<file path="src/rtl/csum_pkg.sv">
package csum_pkg;

    typedef enum logic [1:0] {
        ST_IDLE = 2'd0,
        ST_RUN  = 2'd1,
        ST_DONE = 2'd2
    } csum_state_t;

    localparam logic [13:0] CFG_SUM_MASK = 14'h3DFF;
    localparam logic [1:0]  CP_OPEN      = 2'b11;

endpackage

</file>
<file path="src/rtl/prot_window_dec.sv">
module prot_window_dec #(
    parameter int FULL_WORDS = 2048,
    parameter int LIM_W      = 14
) (
    input  logic [3:0]       cp_field,
    input  logic             size_full,
    output logic [LIM_W-1:0] limit,
    output logic             id_en
);
    import csum_pkg::*;

    localparam int L_FULL = FULL_WORDS;
    localparam int L_HALF = FULL_WORDS / 2;
    localparam int L_QTR  = FULL_WORDS / 4;

    logic [1:0] cp_eff;

    always_comb begin
        cp_eff = cp_field[3:2] & cp_field[1:0];
        limit  = '0;
        id_en  = 1'b1;
        unique case (cp_eff)
            CP_OPEN: begin
                id_en = 1'b0;
                limit = size_full ? LIM_W'(L_FULL) : LIM_W'(L_HALF);
            end
            2'b10: begin
                id_en = size_full;
                limit = LIM_W'(L_HALF);
            end
            2'b01: begin
                limit = LIM_W'(L_QTR);
            end
            default: begin
                limit = '0;
            end
        endcase
    end

endmodule

</file>
<file path="src/rtl/id_nibble_pack.sv">
module id_nibble_pack #(
    parameter int WORD_W = 14,
    parameter int ID_N   = 4,
    parameter int NIB_W  = 4,
    parameter int SUM_W  = ID_N * NIB_W
) (
    input  logic [ID_N*WORD_W-1:0] id_words,
    output logic [SUM_W-1:0]       id_term
);

    logic unused_id_upper;
    assign unused_id_upper = ^id_words;

    for (genvar k = 0; k < ID_N; k++) begin : g_nib
        assign id_term[SUM_W-1-NIB_W*k -: NIB_W] = id_words[k*WORD_W +: NIB_W];
    end

endmodule

</file>
<file path="src/rtl/csum_seq.sv">
module csum_seq #(
    parameter int ADDR_W = 13,
    parameter int WORD_W = 14,
    parameter int SUM_W  = 16,
    parameter int LIM_W  = ADDR_W + 1
) (
    input  logic              clk,
    input  logic              rst_n,
    input  logic              start,
    input  logic [SUM_W-1:0]  init_val,
    input  logic [LIM_W-1:0]  limit,
    input  logic              in_valid,
    input  logic [ADDR_W-1:0] in_addr,
    input  logic [WORD_W-1:0] in_data,
    input  logic              in_last,
    output logic              in_ready,
    output logic              done,
    output logic [SUM_W-1:0]  sum
);
    import csum_pkg::*;

    csum_state_t       state_q, state_d;
    logic [LIM_W-1:0]  limit_q;
    logic [SUM_W-1:0]  acc_q;
    logic              take;
    logic              in_range;
    logic              launch;

    assign launch   = (state_q == ST_IDLE) && start;
    assign take     = (state_q == ST_RUN) && in_valid;
    assign in_range = ({{(LIM_W-ADDR_W){1'b0}}, in_addr} < limit_q);

    // state register
    always_ff @(posedge clk or negedge rst_n) begin
        if (!rst_n) state_q <= ST_IDLE;
        else        state_q <= state_d;
    end

    // transitions
    always_comb begin
        state_d = state_q;
        unique case (state_q)
            ST_IDLE: if (start)            state_d = ST_RUN;
            ST_RUN:  if (in_valid && in_last) state_d = ST_DONE;
            ST_DONE:                       state_d = ST_IDLE;
            default:                       state_d = ST_IDLE;
        endcase
    end

    // window and accumulator
    always_ff @(posedge clk or negedge rst_n) begin
        if (!rst_n) begin
            limit_q <= '0;
            acc_q   <= '0;
        end else if (launch) begin
            limit_q <= limit;
            acc_q   <= init_val;
        end else if (take && in_range) begin
            acc_q   <= acc_q + {{(SUM_W-WORD_W){1'b0}}, in_data};
        end
    end

    // outputs
    always_comb begin
        in_ready = 1'b0;
        done     = 1'b0;
        unique case (state_q)
            ST_IDLE: ;
            ST_RUN:  in_ready = 1'b1;
            ST_DONE: done     = 1'b1;
            default: ;
        endcase
    end

    assign sum = acc_q;

    assert_done_after_last_R9: assert property (@(posedge clk) disable iff (!rst_n)
        done |-> $past(in_valid && in_ready && in_last));

    assert_done_single_R9: assert property (@(posedge clk) disable iff (!rst_n)
        done |=> !done);

    assert_skip_outside_R7: assert property (@(posedge clk) disable iff (!rst_n)
        (in_valid && in_ready && !in_range) |=> $stable(acc_q));

    assert_start_ignored_R10: assert property (@(posedge clk) disable iff (!rst_n)
        (in_ready && start && !in_valid) |=> (in_ready && $stable(acc_q)));

    assert_sum_holds_R9: assert property (@(posedge clk) disable iff (!rst_n)
        (!in_ready && !start) |=> $stable(sum));

endmodule

</file>
<file path="src/rtl/image_csum_unit.sv">
module image_csum_unit #(
    parameter int ADDR_W     = 13,
    parameter int WORD_W     = 14,
    parameter int SUM_W      = 16,
    parameter int ID_N       = 4,
    parameter int FULL_WORDS = 2048
) (
    input  logic                   clk,
    input  logic                   rst_n,
    input  logic                   start,
    input  logic                   size_full,
    input  logic [WORD_W-1:0]      cfg_word,
    input  logic [ID_N*WORD_W-1:0] id_words,
    input  logic                   in_valid,
    output logic                   in_ready,
    input  logic [ADDR_W-1:0]      in_addr,
    input  logic [WORD_W-1:0]      in_data,
    input  logic                   in_last,
    output logic [SUM_W-1:0]       sum,
    output logic                   done
);
    import csum_pkg::*;

    localparam int LIM_W = ADDR_W + 1;
    localparam int NIB_W = SUM_W / ID_N;

    logic [LIM_W-1:0] limit;
    logic             id_en;
    logic [SUM_W-1:0] id_term;
    logic [SUM_W-1:0] cfg_term;
    logic [SUM_W-1:0] init_val;

    prot_window_dec #(.FULL_WORDS(FULL_WORDS), .LIM_W(LIM_W)) u_dec (
        .cp_field (cfg_word[WORD_W-1 -: 4]),
        .size_full(size_full),
        .limit    (limit),
        .id_en    (id_en)
    );

    id_nibble_pack #(.WORD_W(WORD_W), .ID_N(ID_N), .NIB_W(NIB_W), .SUM_W(SUM_W)) u_pack (
        .id_words(id_words),
        .id_term (id_term)
    );

    assign cfg_term = {{(SUM_W-WORD_W){1'b0}}, cfg_word & CFG_SUM_MASK};
    assign init_val = cfg_term + (id_en ? id_term : '0);

    csum_seq #(.ADDR_W(ADDR_W), .WORD_W(WORD_W), .SUM_W(SUM_W), .LIM_W(LIM_W)) u_seq (
        .clk     (clk),
        .rst_n   (rst_n),
        .start   (start),
        .init_val(init_val),
        .limit   (limit),
        .in_valid(in_valid),
        .in_addr (in_addr),
        .in_data (in_data),
        .in_last (in_last),
        .in_ready(in_ready),
        .done    (done),
        .sum     (sum)
    );

    assert_open_no_id_R4: assert property (@(posedge clk) disable iff (!rst_n)
        (start && !in_ready && !done && (cfg_word[WORD_W-1 -: 4] == 4'hF))
        |=> (sum == $past(cfg_term)));

endmodule

</file>
<file path="config.mk">
export PLATFORM = sky130hd
export DESIGN_NAME = image_csum_unit
export DESIGN_NICKNAME = d
export VERILOG_FILES = /design/src/rtl/csum_pkg.sv /design/src/rtl/prot_window_dec.sv /design/src/rtl/id_nibble_pack.sv /design/src/rtl/csum_seq.sv /design/src/rtl/image_csum_unit.sv
export SDC_FILE = /design/constraint.sdc
export NUM_CORES = 1
export LEC_CHECK = 0
export ABC_AREA = 1
export BUFFER_PORTS_ARGS = -buffer_cell sky130_fd_sc_hd__buf_2
export CAP_MARGIN = 25
export CORE_UTILIZATION = 50
export CTS_CLUSTER_DIAMETER = 40
export DETAILED_ROUTE_END_ITERATION = 8
export PLACE_DENSITY = 0.95
export SYNTH_ARGS = -nofsm -noshare
export SYNTH_HDL_FRONTEND = slang
export SYNTH_SLANG_ARGS = --single-unit
</file>
<file path="constraint.sdc">
create_clock -name clk -period 2.8 [get_ports clk]
set_clock_uncertainty 0.05 [all_clocks]
set_input_delay 0.56 -clock clk [delete_from_list [all_inputs] [get_ports clk]]
set_output_delay 0.56 -clock clk [all_outputs]
set_load 0.03 [all_outputs]
</file>
==> reports/metrics.yaml <==
max-slew-margin-rel_pct: 68.59
die-area_um2: 5768
synthToLayoutAreaGrowth_pct: 17.12
diodes: 0
clock_latency_ns: 0.26
layout-drive-gt1-share_pct: 20.00
crit_required_ns: 2.95
fin_crit_ns: 2.563
hpwl_um: 5849
yosys_warnings: 0
vias_per_cell: 5.233
pwr-share-seq_pct: 20.4
total_power_mw: 2.721
antenna_found_initial: 0
cts_root_buf: "clkbuf_8"
synth_edf_count: 0
synth-seq-area-share_pct: 19.22
gp_congestion: 0.9096
final_cells: 580
cts_hold_buf: 0
cp_max_fo: 11
core-area_um2: 5172
reg2reg_depth: 15
synth_cells: 438
worstPathArrival_ns: 2.71
p_leak_nw: 1.807
critPathLaunchType: "input port"
cts_buffer_depth: 2
power.density_nw_per_um2: 849.9
ys_ff_latch: 21
ir_drop_mv: 0.3611
slew_viol_final: 0
drt_pass1_iterations: 5
htree_levels: 1
outcome: "finished clean"
drt_drc_violations_left: 0
synthFlopType: "dfrtp_1"
yosys.area.top_type_share_pct: 19.22
finalHoldViolCount: 0
wl_um: 7028
p_int_mw: 1.213
worstSetupPathType: "in2reg"
async_reset_ff_share_pct: 100.0
synth.largest_area_cell: "dfrtp_1"
synth-compound-area-share_pct: 14.74
grt_util_all_layers_pct: 24.78
grt_pass1_vias: 2829
dp_cells: 576
cts_buffers: 3
tightest_slew_ns: 0.4711
synthAdderAreaFrac_pct: 14.74
synthesis.area_um2: 2734
die_h_um: 75.95
grt_pass1_wl_um: 12020
cts_resized: 0
pwr-share-comb_pct: 72.1
switching_share_pct: 55.44
postRouteAntennaNets: 0
postCtsSetupRepairBufs: 0
max_cap_viol_count: 0
netlist_top_cells_area: "dfrtp_1, nand2_1, ha_1"
max_freq_ghz: 0.3902
reg2reg_slack_ns: 0.63
start_util_pct: 52.85
port_buffers: 70
die_w_um: 75.95
clockPowerShare_pct: 7.5
rsz0062_at_grt: "false"
endpoint_kind: "flop"
synth-simple-area-share_pct: 39.91
clock-sinks: 21
wire_per_inst_um: 12.12
drtIter0Drc: 166
row_count: 26
num_vias: 3035
final_cell_mix: "nand2_1, buf_2, nor2_1"
whs_ns: 0.1892
synthesis.nets: 572
rr_startpoint: "u_seq.sum[0]"
hp-class: "in2async"
grt_max_degree: 24
layout_commonest_cell: "nand2_1"
overflow: 0
clk_pin_slew_worst_paths_ns: 0.08
ios: 121
finalCritPeriodShare_pct: 91.53
setup_viol: 0
synthXorXnorAreaFrac_pct: 1.922
synth_top_family_by_area: "simple AND/OR/NAND/NOR gates"
nets: 645
ys_types: 38
cts_tree: "done"
synth.area.mux_share_pct: 0
syn_area_per_cell_um2: 6.242
r2r_end: "u_seq.sum[14]"
switching_power_mw: 1.509
-- worst max-delay path, stage by stage --
cell	delay, ns
buf_2	0.09
nand2_1	0.10
inv_1	0.12
nand2_2	0.06
inv_1	0.09
buf_4	0.18
nor2_1	0.06
ha_1	0.35
a21oi_2	0.25
nor2_1	0.07
nor2_1	0.13
nor2_1	0.06
nor2_1	0.15
nand2_1	0.08
nand2_1	0.06
nand3_1	0.09
nand2_1	0.08
nand2_1	0.05
nand2_1	0.07
-- logic make-up after synthesis --
group / Yosys count
compound gates: 69
xor+xnor: 6
fa+ha+maj: 31
flops: 21
buf+inv: 61
simple gates: 250
-- how the worst max path moves through the flow --
stage	from	end	slack, ns	depth (start not counted)
2_1_floorplan	cfg_word[11]	u_seq.sum[10]	0.07	18
3_3_place_gp	cfg_word[11]	u_seq.sum[12]	0.08	18
3_5_place_dp	cfg_word[11]	u_seq.sum[12]	-0.01	18
4_1_cts	cfg_word[11]	u_seq.sum[12]	0.25	19
5_1_grt	cfg_word[11]	u_seq.sum[11]	0.02	19
6_report	cfg_word[11]	u_seq.sum[12]	0.24	19
-- layer usage --
| metal | global-route usage [%] | part of all wire [%] | wire [um] | up-vias |
|---|---|---|---|---|
| li1 | - | - | - | 1581 |
| met1 | 32.58 | 46 | 3237 | 1340 |
| met2 | 44.91 | 49 | 3409 | 106 |
| met3 | 0.6024 | 4.4 | 310 | 8 |
| met4 | 5.962 | 1.0 | 71 | 0 |
| met5 | 0 | 0 | 0 | - |
-- power groups by stage --
stage	logic, mW	registers (mW)	clock network (mW)
floorplan	1.27	0.754	0
global placement	1.87	0.555	0
detailed placement	1.93	0.561	0
CTS	1.94	0.553	0.207
global route	2.17	0.573	0.220
finish	1.96	0.556	0.204
-- state kept, by name (all words and copies together) (netlist names) --
register / cells
u_seq.state_q: 2
u_seq.sum: 16
u_seq.limit_q: 3
-- cell usage after synthesis, drive strengths merged (3+ instances only) --
master	count
nand3b	9
clkbuf	3
nand3	43
nand2	132
a31oi	6
a21oi	29
a21o	4
ha	29
inv	54
dfrtp	21
xnor2	4
nor2	55
nand4	5
buf	4
o21ai	23
nor3	4
-- final cells by class --
cell class,instances,area [um^2]
Fill cell,474,1971
Multi-Input combinational cell,356,1949
Sequential cell,21,525.5
Timing Repair Buffer,75,387.9
Inverter,54,202.7
Tap cell,70,87.58
Clock buffer,3,41.29
Clock inverter,1,7.507
-- stage by stage --
step | cell area [um^2] | setup TNS (ns) | setup slack [ns] | utilization, %
final | 3202 | 0 | 0.2371 | 61.90
after CTS | 3202 | 0 | 0.2547 | 61.90
after floorplan | 2734 | 0 | 0.07466 | -
after detailed placement | 3153 | -0.01073 | -0.01073 | 60.96
after global placement | 3153 | 0 | 0.08477 | 60.96
after global routing | 3202 | 0 | 0.01507 | 61.90
Power figures use the tool's default switching activity.
